$ cat config.mk
export PLATFORM = sky130hd
export DESIGN_NAME = rtc_shadow_clock
export DESIGN_NICKNAME = d
export VERILOG_FILES = /design/src/rtl/rtc_shadow_pkg.sv /design/src/rtl/rtc_tick_advance.sv /design/src/rtl/rtc_internal_count.sv /design/src/rtl/rtc_shadow_bank.sv /design/src/rtl/rtc_shadow_clock.sv
export SDC_FILE = /design/constraint.sdc
export NUM_CORES = 1
export LEC_CHECK = 0
export BUFFER_PORTS_ARGS = -buffer_cell sky130_fd_sc_hd__buf_4
export CAP_MARGIN = 20
export CORE_MARGIN = 1
export CORE_UTILIZATION = 32
export DETAILED_ROUTE_END_ITERATION = 8
export SYNTH_ARGS = -nofsm -noshare
export SYNTH_HDL_FRONTEND = slang
export SYNTH_HIERARCHICAL = 1
export SYNTH_SLANG_ARGS = --single-unit
$ cat constraint.sdc
create_clock -name clk -period 4.1 [get_ports clk]
set_clock_uncertainty 0.05 [all_clocks]
set_input_delay 0.41 -clock clk [delete_from_list [all_inputs] [get_ports clk]]
set_output_delay 0.41 -clock clk [all_outputs]
set_load 0.01 [all_outputs]
$ cat src/rtl/rtc_shadow_pkg.sv
`timescale 1ns/1ps
package rtc_shadow_pkg;
  localparam int NF   = 8;             // number of time fields
  localparam int FW   = 8;             // bits per field
  localparam int AW   = 4;             // register address width
  localparam int FIW  = $clog2(NF);

  typedef logic [NF-1:0][FW-1:0] tvec_t;

  localparam int FI_HUND = 0;
  localparam int FI_SEC  = 1;
  localparam int FI_MIN  = 2;
  localparam int FI_HOUR = 3;
  localparam int FI_DAY  = 4;
  localparam int FI_DATE = 5;
  localparam int FI_MON  = 6;
  localparam int FI_YEAR = 7;

  localparam logic [AW-1:0] CTRL_ADDR = 4'hB;

  // year, month, date, day, hour, minute, second, hundredths
  localparam tvec_t RST_T = {8'h00, 8'h01, 8'h01, 8'h01, 8'h00, 8'h00, 8'h00, 8'h00};

  function automatic logic [FW-1:0] bcd_inc(input logic [FW-1:0] v);
    if (v[3:0] >= 4'd9) return {v[7:4] + 4'd1, 4'd0};
    return v + 8'd1;
  endfunction

  function automatic logic leap_year(input logic [FW-1:0] y);
    logic [7:0] bin;
    bin = {4'd0, y[7:4]} * 8'd10 + {4'd0, y[3:0]};
    return (bin & 8'h03) == 8'h00;
  endfunction

  function automatic logic [FW-1:0] month_days(input logic [FW-1:0] mon,
                                               input logic [FW-1:0] yr);
    case (mon)
      8'h02:                      return leap_year(yr) ? 8'h29 : 8'h28;
      8'h04, 8'h06, 8'h09, 8'h11: return 8'h30;
      default:                    return 8'h31;
    endcase
  endfunction

  // returns {day_carry, next_hour}
  function automatic logic [FW:0] hour_step(input logic [FW-1:0] h);
    logic [FW-1:0] v;
    logic pm;
    logic c;
    if (h[6]) begin
      pm = h[5];
      v  = {3'b000, h[4:0]};
      c  = 1'b0;
      if (v == 8'h11) begin
        v  = 8'h12;
        c  = pm;
        pm = ~pm;
      end else if (v >= 8'h12) begin
        v = 8'h01;
      end else begin
        v = bcd_inc(v);
      end
      return {c, 1'b0, 1'b1, pm, v[4:0]};
    end
    v = {2'b00, h[5:0]};
    if (v >= 8'h23) return {1'b1, 8'h00};
    return {1'b0, bcd_inc(v)};
  endfunction

  function automatic logic [FW-1:0] field_mask(input int idx);
    case (idx)
      FI_HUND, FI_YEAR:        return 8'hFF;
      FI_SEC, FI_MIN, FI_HOUR: return 8'h7F;
      FI_DAY:                  return 8'h07;
      FI_DATE:                 return 8'h3F;
      FI_MON:                  return 8'h1F;
      default:                 return 8'h00;
    endcase
  endfunction

  // field index for an address, -1 when the address holds no time field
  function automatic int addr_field(input logic [AW-1:0] a);
    case (a)
      4'h0:    return FI_HUND;
      4'h1:    return FI_SEC;
      4'h2:    return FI_MIN;
      4'h4:    return FI_HOUR;
      4'h6:    return FI_DAY;
      4'h8:    return FI_DATE;
      4'h9:    return FI_MON;
      4'hA:    return FI_YEAR;
      default: return -1;
    endcase
  endfunction
endpackage

$ cat src/rtl/rtc_tick_advance.sv
`timescale 1ns/1ps
module rtc_tick_advance
  import rtc_shadow_pkg::*;
(
  input  tvec_t cur,
  output tvec_t nxt,
  output logic  roll_evt,
  output logic  min_carry,
  output logic  day_carry,
  output logic  year_carry
);
  logic          sec_carry;
  logic          date_carry;
  logic [FW:0]   hr_step;

  assign hr_step = hour_step(cur[FI_HOUR]);

  always_comb begin
    nxt        = cur;
    roll_evt   = (cur[FI_HUND] == 8'h99);
    sec_carry  = roll_evt && (cur[FI_SEC] >= 8'h59);
    min_carry  = sec_carry && (cur[FI_MIN] >= 8'h59);
    day_carry  = min_carry && hr_step[FW];
    date_carry = day_carry && (cur[FI_DATE] >= month_days(cur[FI_MON], cur[FI_YEAR]));
    year_carry = date_carry && (cur[FI_MON] >= 8'h12);

    nxt[FI_HUND] = roll_evt ? 8'h00 : bcd_inc(cur[FI_HUND]);
    if (roll_evt)  nxt[FI_SEC]  = sec_carry ? 8'h00 : bcd_inc(cur[FI_SEC]);
    if (sec_carry) nxt[FI_MIN]  = min_carry ? 8'h00 : bcd_inc(cur[FI_MIN]);
    if (min_carry) nxt[FI_HOUR] = hr_step[FW-1:0];
    if (day_carry) begin
      nxt[FI_DAY]  = (cur[FI_DAY] >= 8'h07) ? 8'h01 : cur[FI_DAY] + 8'h01;
      nxt[FI_DATE] = date_carry ? 8'h01 : bcd_inc(cur[FI_DATE]);
    end
    if (date_carry) nxt[FI_MON] = year_carry ? 8'h01 : bcd_inc(cur[FI_MON]);
    if (year_carry) nxt[FI_YEAR] = (cur[FI_YEAR] >= 8'h99) ? 8'h00 : bcd_inc(cur[FI_YEAR]);
  end
endmodule

$ cat src/rtl/rtc_internal_count.sv
`timescale 1ns/1ps
module rtc_internal_count
  import rtc_shadow_pkg::*;
(
  input  logic          clk,
  input  logic          rst_n,
  input  logic          step,
  input  tvec_t         nxt,
  input  logic          roll_evt,
  input  logic          min_carry,
  input  logic          day_carry,
  input  logic          year_carry,
  input  logic          load_all,
  input  tvec_t         load_val,
  input  logic [NF-1:0] fld_we,
  input  logic [FW-1:0] fld_val,
  output tvec_t         cur
);
  logic quiet;
  assign quiet = !load_all && (fld_we == '0);

  for (genvar g = 0; g < NF; g++) begin : g_fld
    logic [FW-1:0] q;
    always_ff @(posedge clk or negedge rst_n) begin
      if (!rst_n)          q <= RST_T[g];
      else if (load_all)   q <= load_val[g];
      else if (fld_we[g])  q <= fld_val;
      else if (step)       q <= nxt[g];
    end
    assign cur[g] = q;
  end

  AST_HUND_ROLL: assert property (@(posedge clk) disable iff (!rst_n)
    (step && quiet && roll_evt) |=> cur[FI_HUND] == 8'h00);
  AST_SEC_WRAP: assert property (@(posedge clk) disable iff (!rst_n)
    (step && quiet && roll_evt && cur[FI_SEC] == 8'h59) |=> cur[FI_SEC] == 8'h00);
  AST_NOON_TURN: assert property (@(posedge clk) disable iff (!rst_n)
    (step && quiet && min_carry && cur[FI_HOUR] == 8'h51) |=> (cur[FI_HOUR] == 8'h72 && $stable(cur[FI_DAY])));
  AST_DAY_WRAP: assert property (@(posedge clk) disable iff (!rst_n)
    (step && quiet && day_carry && cur[FI_DAY] == 8'h07) |=> cur[FI_DAY] == 8'h01);
  AST_DATE_LIMIT: assert property (@(posedge clk) disable iff (!rst_n)
    (step && quiet && day_carry && cur[FI_DATE] == 8'h31) |=> cur[FI_DATE] == 8'h01);
  AST_YEAR_WRAP: assert property (@(posedge clk) disable iff (!rst_n)
    (step && quiet && year_carry && cur[FI_YEAR] == 8'h99) |=> cur[FI_YEAR] == 8'h00);
endmodule

$ cat src/rtl/rtc_shadow_bank.sv
`timescale 1ns/1ps
module rtc_shadow_bank
  import rtc_shadow_pkg::*;
(
  input  logic          clk,
  input  logic          rst_n,
  input  logic          bus_sel,
  input  logic          bus_we,
  input  logic [AW-1:0] bus_addr,
  input  logic [FW-1:0] bus_wdata,
  input  logic          step,
  input  tvec_t         int_nxt,
  output tvec_t         ext,
  output logic          te,
  output logic          osc_off,
  output logic          restore,
  output logic [NF-1:0] int_fld_we,
  output logic [FW-1:0] fld_val,
  output logic [FW-1:0] bus_rdata
);
  logic          host_wr;
  logic          host_rd;
  logic          ctrl_wr;
  int            fidx;
  logic [NF-1:0] wr_hit;
  logic          pend_q;
  logic [FW-1:0] rd_mux;

  assign host_wr = bus_sel && bus_we;
  assign host_rd = bus_sel && !bus_we;
  assign ctrl_wr = host_wr && (bus_addr == CTRL_ADDR);
  assign fidx    = addr_field(bus_addr);
  assign fld_val = bus_wdata & field_mask(fidx);

  for (genvar g = 0; g < NF; g++) begin : g_hit
    assign wr_hit[g] = host_wr && (fidx == g);
  end

  assign int_fld_we = te ? wr_hit : '0;
  assign restore    = ctrl_wr && bus_wdata[7] && !te && pend_q;

  for (genvar g = 0; g < NF; g++) begin : g_ext
    logic [FW-1:0] q;
    always_ff @(posedge clk or negedge rst_n) begin
      if (!rst_n)            q <= RST_T[g];
      else if (wr_hit[g])    q <= fld_val;
      else if (step && te)   q <= int_nxt[g];
    end
    assign ext[g] = q;
  end

  always_ff @(posedge clk or negedge rst_n) begin
    if (!rst_n) begin
      te      <= 1'b1;
      osc_off <= 1'b0;
      pend_q  <= 1'b0;
    end else begin
      if (ctrl_wr)          te      <= bus_wdata[7];
      if (wr_hit[FI_MON])   osc_off <= bus_wdata[7];
      if (restore)          pend_q  <= 1'b0;
      else if (!te && (wr_hit != '0)) pend_q <= 1'b1;
    end
  end

  always_comb begin
    rd_mux = 8'h00;
    if (bus_addr == CTRL_ADDR)  rd_mux = {te, 7'b0};
    else if (fidx == FI_MON)    rd_mux = {osc_off, ext[FI_MON][6:0]};
    else if (fidx >= 0)         rd_mux = ext[fidx[FIW-1:0]];
  end

  always_ff @(posedge clk or negedge rst_n) begin
    if (!rst_n)       bus_rdata <= 8'h00;
    else if (host_rd) bus_rdata <= rd_mux;
  end

  AST_UNUSED_BITS_ZERO: assert property (@(posedge clk) disable iff (!rst_n)
    (ext[FI_SEC][7] == 1'b0 && ext[FI_MIN][7] == 1'b0 && ext[FI_HOUR][7] == 1'b0 &&
     ext[FI_DAY][7:3] == 5'd0 && ext[FI_DATE][7:6] == 2'd0 && ext[FI_MON][7:5] == 3'd0));
  AST_CTRL_READ: assert property (@(posedge clk) disable iff (!rst_n)
    (host_rd && bus_addr == CTRL_ADDR) |=> bus_rdata[6:0] == 7'd0);
  AST_UNMAPPED_READ: assert property (@(posedge clk) disable iff (!rst_n)
    (host_rd && fidx < 0 && bus_addr != CTRL_ADDR) |=> bus_rdata == 8'h00);
endmodule

$ cat src/rtl/rtc_shadow_clock.sv
`timescale 1ns/1ps
module rtc_shadow_clock
  import rtc_shadow_pkg::*;
(
  input  logic          clk,
  input  logic          rst_n,
  input  logic          tick,
  input  logic          bus_sel,
  input  logic          bus_we,
  input  logic [AW-1:0] bus_addr,
  input  logic [FW-1:0] bus_wdata,
  output logic [FW-1:0] bus_rdata
);
  tvec_t         int_v;
  tvec_t         int_nxt;
  tvec_t         ext_v;
  logic          roll_evt;
  logic          min_carry;
  logic          day_carry;
  logic          year_carry;
  logic          te;
  logic          osc_off;
  logic          restore;
  logic          step;
  logic          host_wr;
  logic [NF-1:0] int_fld_we;
  logic [FW-1:0] fld_val;

  assign step    = tick && !osc_off;
  assign host_wr = bus_sel && bus_we;

  rtc_tick_advance i_adv (
    .cur        (int_v),
    .nxt        (int_nxt),
    .roll_evt   (roll_evt),
    .min_carry  (min_carry),
    .day_carry  (day_carry),
    .year_carry (year_carry)
  );

  rtc_internal_count i_cnt (
    .clk        (clk),
    .rst_n      (rst_n),
    .step       (step),
    .nxt        (int_nxt),
    .roll_evt   (roll_evt),
    .min_carry  (min_carry),
    .day_carry  (day_carry),
    .year_carry (year_carry),
    .load_all   (restore),
    .load_val   (ext_v),
    .fld_we     (int_fld_we),
    .fld_val    (fld_val),
    .cur        (int_v)
  );

  rtc_shadow_bank i_bank (
    .clk        (clk),
    .rst_n      (rst_n),
    .bus_sel    (bus_sel),
    .bus_we     (bus_we),
    .bus_addr   (bus_addr),
    .bus_wdata  (bus_wdata),
    .step       (step),
    .int_nxt    (int_nxt),
    .ext        (ext_v),
    .te         (te),
    .osc_off    (osc_off),
    .restore    (restore),
    .int_fld_we (int_fld_we),
    .fld_val    (fld_val),
    .bus_rdata  (bus_rdata)
  );

  AST_SHADOW_TRACKS: assert property (@(posedge clk) disable iff (!rst_n)
    (te && step && !host_wr) |=> ext_v == int_v);
  AST_FROZEN_HOLD: assert property (@(posedge clk) disable iff (!rst_n)
    (!te && !host_wr) |=> $stable(ext_v));
  AST_RESTORE_COPY: assert property (@(posedge clk) disable iff (!rst_n)
    restore |=> int_v == $past(ext_v));
  AST_OSC_HOLD: assert property (@(posedge clk) disable iff (!rst_n)
    (osc_off && !host_wr) |=> $stable(int_v));
  AST_WRITE_BEATS_TICK: assert property (@(posedge clk) disable iff (!rst_n)
    (host_wr && te && step && bus_addr == 4'h1) |=>
      (int_v[FI_SEC] == {1'b0, $past(bus_wdata[6:0])} && ext_v[FI_SEC] == int_v[FI_SEC]));
endmodule

==> results of run 1 <==
==> critical path: stages, from the launching register on <==
cell	delay, ns
dfstp_2	0.58
inv_1	0.10
ha_1	0.25
o211ai_1	0.17
a21oi_1	0.10
a31oi_1	0.15
nor3_1	0.07
a21oi_1	0.15
ha_1	0.26
nor4b_2	0.21
o22ai_1	0.15
or3_4	0.43
nand3_4	0.15
inv_2	0.08
mux2_4	0.30
nand3b_1	0.08
a21oi_1	0.07
a221o_1	0.27
==> synthesized netlist by cell type (all sizes together) (4+ instances only) <==
library cell and n:
ha 43, a22oi 6, nand2 192, dfrtp 132, and2 35, o41ai 4, o21a 9, nor2b 15
nor3b 4, mux2i 17, a211oi 20, clkbuf 26, a41oi 6, a221o 64, o22ai 10, a21boi 4
o2bb2ai 4, a211o 4, or3 5, and3 10, dfstp 7, nor4 9, nor2 79, buf 65
or2 5, nor3 19, a2bb2oi 9, o31ai 10, nand2b 7, nand3b 69, a21oi 140, nand3 24
o211ai 12, mux2 5, a21o 6, inv 44, a31oi 16, o21ai 69
==> worst paths after layout <==
path                       cells after the start  slack, ns                    to
hold / removal                                 1       0.02  i_bank/g_ext[4].q[3]
max in group asynchronous                      2       3.12             i_bank/te
setup reg to reg                              17       0.36   i_cnt/g_fld[7].q[0]
hold reg to reg                                2       0.47         i_bank/pend_q
setup / recovery                              17       0.36   i_cnt/g_fld[7].q[0]
min in group clk                               3       0.24  i_bank/g_ext[0].q[7]
==> stage by stage <==
step	area [µm²]	hold slack (ns)	power [mW]	cells	setup WS, ns
after floorplan	10300	0.0644	3.21	1246	0.673
after detailed placement	10800	0.446	3.77	1609	0.282
after CTS	11400	0.0587	5.36	1641	0.262
after global placement	10800	0.431	3.73	1609	0.325
final	11400	0.0244	5.37	1641	0.361
after global routing	11400	0.0841	5.68	1641	0.0970
==> power groups by stage <==
stage | Clock [mW] | Sequential, mW | Combinational (mW)
6_report | 1.58 | 2.21 | 1.58
5_1_grt | 1.66 | 2.25 | 1.77
4_1_cts | 1.60 | 2.19 | 1.57
3_5_place_dp | 0 | 2.21 | 1.56
3_3_place_gp | 0 | 2.21 | 1.52
2_1_floorplan | 0 | 2.01 | 1.21
==> area by class of cell <==
type                            count  share of cell area
Multi-Input combinational cell    970               0.544
Sequential cell                   139               0.307
Tap cell                          402              0.0443
Clock buffer                       25              0.0410
Timing Repair Buffer               52              0.0380
Inverter                           46              0.0154
Clock inverter                      7              0.0101
==> layer usage <==
layer / GRT usage / part of all wire / vias to the layer above
li1: - / - / 4521
met1: 0.294 / 0.43 / 4913
met2: 0.336 / 0.46 / 388
met3: 0.0423 / 0.074 / 67
met4: 0.0912 / 0.040 / 0
met5: 0 / 0 / -
==> registers in the layout (all words and copies together), names as in the netlist <==
signal,cells
i_bank/osc_off,1
i_bank/te,1
i_bank/g_ext.q,64
i_bank/bus_rdata,8
i_cnt/g_fld.q,64
i_bank/pend_q,1
==> kinds of logic (layout without fill, tap and decap cells) <==
kind of cell,count (synthesis),count (layout),share of synthesized area
simple gates,484,484,0.245
xor+xnor,6,6,0.00510
flops,139,139,0.339
compound gates,415,415,0.274
mux,22,22,0.0224
fa+ha+maj,43,43,0.0522
buf+inv,137,130,0.0625
==> flow_metrics.env, run 1 <==
export IMPL_outcome="finished, final reports clean"
export IMPL_path_max_fanout=8
export IMPL_multi_input_comb_area_um2=6180
export IMPL_clk_pin_slew_worst_paths_ns=0.06
export IMPL_cp_end_kind="register"
export IMPL_io_pins=25
export IMPL_final_common_cell="nand2_1"
export IMPL_required_ns=4.36
export IMPL_timing_rr_start="i_cnt/g_fld[6].q[0]"
export IMPL_synth_flop_cell="dfrtp_1"
export IMPL_clock_latency_ns=0.42
export IMPL_report_final_hold_viol_count=0
export IMPL_startpoint="i_cnt/g_fld[6].q[0]"
export IMPL_synthArstFlopShare=1.00
export IMPL_switching_power_mw=1.99
export IMPL_sw_frac_of_total=0.371
export IMPL_critPathKind="reg2reg"
export IMPL_worstSetupStartpointType="register"
export IMPL_antenna_cells=0
export IMPL_drv_cap=0
export IMPL_layout_common_cells="nand2_1 (190), a21oi_1 (140), dfrtp_1 (132)"
export IMPL_clock_sinks=139
export IMPL_intPower_mw=3.38
export IMPL_drt_iter0_drc=992
export IMPL_powerDensity_nw_per_um2=473
export IMPL_fin_crit_ns=3.74
export IMPL_synth_edff_count=0
export IMPL_worstPathArrival_ns=4.00
export IMPL_port_buffers=24
export IMPL_die_y_um=181
export IMPL_dr_pass1_iters=5
export IMPL_slew_viol_final=0
export IMPL_drtAntennaViolNets=0
export IMPL_synth_top_cell_by_area="dfrtp_1"
export IMPL_cts_buffer_depth=2
export IMPL_start_util=0.325
export IMPL_dp_hpwl_um=23000
export IMPL_vias_per_cell=6.03
export IMPL_cts_repair_resized=0
export IMPL_peakVddDrop_mv=0.223
export IMPL_grt_pass1_vias=9398
export IMPL_core_area_um2=31600
export IMPL_num_rows=65
export IMPL_synthCells=1246
export IMPL_post_route_period_util=0.912
export IMPL_yosysWarningCount=6
export IMPL_slew_headroom=0.389
export IMPL_pwr_share_comb=0.295
export IMPL_pwr_share_clk=0.294
export IMPL_area_delta_synth_final_pct=10.3
export IMPL_drive_above_1_share=0.0993
export IMPL_antenna_found_initial=0
export IMPL_grtUsageTotal=0.217
export IMPL_finalSetupViolations=0
export IMPL_yosysTopAreaCellShare=0.321
export IMPL_ys_top_cells_by_area="dfrtp_1 (32%), nand2_1 (7.0%), a21oi_1 (6.8%)"
export IMPL_via_count=9889
export IMPL_globalplace_congestion=0.923
export IMPL_fp_dieW_um=181
export IMPL_cts_setup_buffers=0
export IMPL_synth_seq_cells=139
export IMPL_yosysUniqueCellTypes=82
export IMPL_fill_cells=3222
export IMPL_avgSynthCellArea_um2=8.26
export IMPL_syn_nets=1306
export IMPL_grt_ovfl_total=0
export IMPL_tns_ns=0
export IMPL_final_util=0.359
export IMPL_die_area_um2=32900
export IMPL_fin_nets=1286
export IMPL_grt_max_degree=130
export IMPL_fmax_mhz=267
export IMPL_p_seq_frac=0.411
export IMPL_syn_area_um2=10300
export IMPL_min_path_type="in2async"
export IMPL_wire_per_inst_um=21.4
export IMPL_ctsRootBufferMaster="clkbuf_16"
export IMPL_tightest_slew_ns=0.917
export IMPL_htreeDepth=4
export IMPL_cts_tree="built"
export IMPL_cts_buffers=17
export IMPL_ctsHoldBuffers=0
export IMPL_synth_seq_area_share=0.339
export IMPL_leakagePower_nw=4.62
export IMPL_drt_wl_total_um=35100
export IMPL_regArea_um2=3490
export IMPL_drc=0
export IMPL_grt_first_pass_wirelength_um=55600
export IMPL_rsz0062_at_grt="no"
(Power assumes the default switching activity.)
==> run 2: changes to the inputs <==
--- a/config.mk
+++ b/config.mk
@@ -10,6 +10,7 @@
 export CORE_MARGIN = 1
 export CORE_UTILIZATION = 32
 export DETAILED_ROUTE_END_ITERATION = 8
+export PLACE_DENSITY_LB_ADDON = 0.05
 export SYNTH_ARGS = -nofsm -noshare
 export SYNTH_HDL_FRONTEND = slang
 export SYNTH_HIERARCHICAL = 1
==> run 2 against run 1 <==
Effect of this change: critical path depth unchanged; die area unchanged; sequential power about the same; largest power group unchanged; utilization increased by 0.19 points; cell count increased by 0.61%.
==> flow_metrics.env, run 2 (same netlist as run 1, synthesis figures left out) <==
export IMPL_cp_end_kind="register"
export IMPL_cp_common_cell="a21oi_1"
export IMPL_slew_headroom=0.379
export IMPL_drt_iter0_drc=724
export IMPL_core_area_um2=31600
export IMPL_drtAntennaViolNets=0
export IMPL_hold_worst_slack_ns=0.0284
export IMPL_pwr_share_comb=0.299
export IMPL_wire_per_inst_um=23.8
export IMPL_final_common_cell="nand2_1"
export IMPL_die_y_um=181
export IMPL_fin_crit_ns=3.68
export IMPL_dr_pass1_iters=5
export IMPL_globalplace_congestion=0.807
export IMPL_cts_buffers=17
export IMPL_ctsRootBufferMaster="clkbuf_16"
export IMPL_timing_rr_start="i_cnt/g_fld[6].q[0]"
export IMPL_rsz0062_at_grt="no"
export IMPL_worstSetupStartpointType="register"
export IMPL_dp_hpwl_um=26500
export IMPL_clock_latency_ns=0.44
export IMPL_startpoint="i_cnt/g_fld[6].q[0]"
export IMPL_regArea_um2=3490
export IMPL_critPathMaxStageDelay_ns=0.58
export IMPL_rr_worst_depth=17
export IMPL_fin_nets=1297
export IMPL_post_route_period_util=0.898
export IMPL_tightest_slew_ns=0.932
export IMPL_layout_common_cells="nand2_1 (191), a21oi_1 (140), dfrtp_1 (132)"
export IMPL_drv_cap=0
export IMPL_outcome="finished, final reports clean"
export IMPL_switching_power_mw=2.06
export IMPL_final_util=0.361
export IMPL_path_max_fanout=8
export IMPL_clock_sinks=139
export IMPL_min_path_type="in2async"
export IMPL_num_rows=65
export IMPL_vias_per_cell=5.78
export IMPL_grt_ovfl_total=0
export IMPL_fill_cells=3253
export IMPL_drc=0
export IMPL_pwr_share_clk=0.284
export IMPL_clk_pin_slew_worst_paths_ns=0.06
export IMPL_cts_tree="built"
export IMPL_io_pins=25
export IMPL_slew_viol_final=0
export IMPL_cts_buffer_depth=2
export IMPL_worstPathArrival_ns=3.95
export IMPL_required_ns=4.37
export IMPL_start_util=0.325
export IMPL_grt_max_degree=114
export IMPL_antenna_cells=0
export IMPL_peakVddDrop_mv=0.316
export IMPL_multi_input_comb_area_um2=6190
export IMPL_report_final_hold_viol_count=0
export IMPL_sw_frac_of_total=0.384
export IMPL_reg_largest_list="i_bank/g_ext.q (64), i_cnt/g_fld.q (64), i_bank/bus_rdata (8)"
export IMPL_intPower_mw=3.30
export IMPL_grtUsageTotal=0.245
export IMPL_port_buffers=24
export IMPL_fp_dieW_um=181
export IMPL_worst_path_max_delay_cell="dfstp_2"
export IMPL_fmax_mhz=272
export IMPL_p_seq_frac=0.417
export IMPL_area_delta_synth_final_pct=10.9
export IMPL_tns_ns=0
export IMPL_powerDensity_nw_per_um2=470
export IMPL_antenna_found_initial=1
export IMPL_drive_above_1_share=0.110
export IMPL_drt_wl_total_um=39300
export IMPL_leakagePower_nw=4.68
export IMPL_htreeDepth=4
export IMPL_via_count=9542
export IMPL_critPathKind="reg2reg"
export IMPL_die_area_um2=32900
export IMPL_path_cells="inv_1 -> ha_1 -> o211ai_1 -> a21oi_1 -> a31oi_1 -> nor3_1 -> a21oi_1 -> ha_1 -> nor4b_2 -> o22ai_1 -> or3_4 -> nand3_4 -> inv_2 -> mux2_4 -> nand3b_1 -> a21oi_1 -> a221o_1"
export IMPL_finalSetupViolations=0
export IMPL_grt_pass1_vias=9113
export IMPL_grt_first_pass_wirelength_um=60100
## run 2: worst paths after layout
| path | endpoint | slack, ns |
|---|---|---|
| setup / recovery | i_cnt/g_fld[7].q[0] | 0.42 |
| hold / removal | i_cnt/g_fld[3].q[5] | 0.03 |
| setup reg to reg | i_cnt/g_fld[7].q[0] | 0.42 |
| hold reg to reg | i_bank/bus_rdata[6] | 0.45 |
| max in group asynchronous | i_cnt/g_fld[5].q[0] | 3.06 |
| min in group clk | i_bank/g_ext[0].q[7] | 0.21 |
## run 2: final cells by class
class | instances | area share
sequential | 139 | 0.305
inverter | 46 | 0.0153
clock buffer | 23 | 0.0427
timing repair buffer | 63 | 0.0450
tap | 402 | 0.0440
clock inverter | 8 | 0.00592
multi-input combinational | 970 | 0.542
## run 2: power groups by stage
stage	sequential, mW	combinational (mW)	clock [mW]
global route	2.29	1.82	1.62
global placement	2.26	1.60	0
finish	2.24	1.60	1.52
floorplan	2.01	1.21	0
CTS	2.23	1.61	1.56
detailed placement	2.25	1.60	0
## run 2: metrics by stage
stage / power [mW] / cells / worst slack, ns / area (µm²)
finish: 5.37 / 1651 / 0.419 / 11400
global route: 5.72 / 1651 / 0.0403 / 11400
CTS: 5.41 / 1651 / 0.282 / 11400
detailed placement: 3.86 / 1620 / 0.278 / 10900
global placement: 3.86 / 1620 / 0.303 / 10900
floorplan: 3.21 / 1246 / 0.673 / 10300
## run 2: critical path, delay by kind of cell, from the launching register on
kind,cells,cell delay (ns)
AOI/OAI and AO/OA,7,1.06
DFF,1,0.58
buffers and inverters,2,0.17
muxes,1,0.30
and+or+nand+nor,5,0.91
adders and majority gates,2,0.48
## run 2: layer usage
metal / vias up / global-route usage / part of all wire
li1: 4537 / - / -
met5: - / 0 / 0.00033
met2: 239 / 0.375 / 0.45
met1: 4725 / 0.351 / 0.48
met4: 2 / 0.0729 / 0.022
met3: 39 / 0.0405 / 0.050
## run 2: what timing repair did
item | 4_1_cts | 5_1_grt
buffers inserted | 0 | 0
hold buffers | 0 | 0
setup endpoints to repair | 0 | 7
resized for setup | 0 | 1
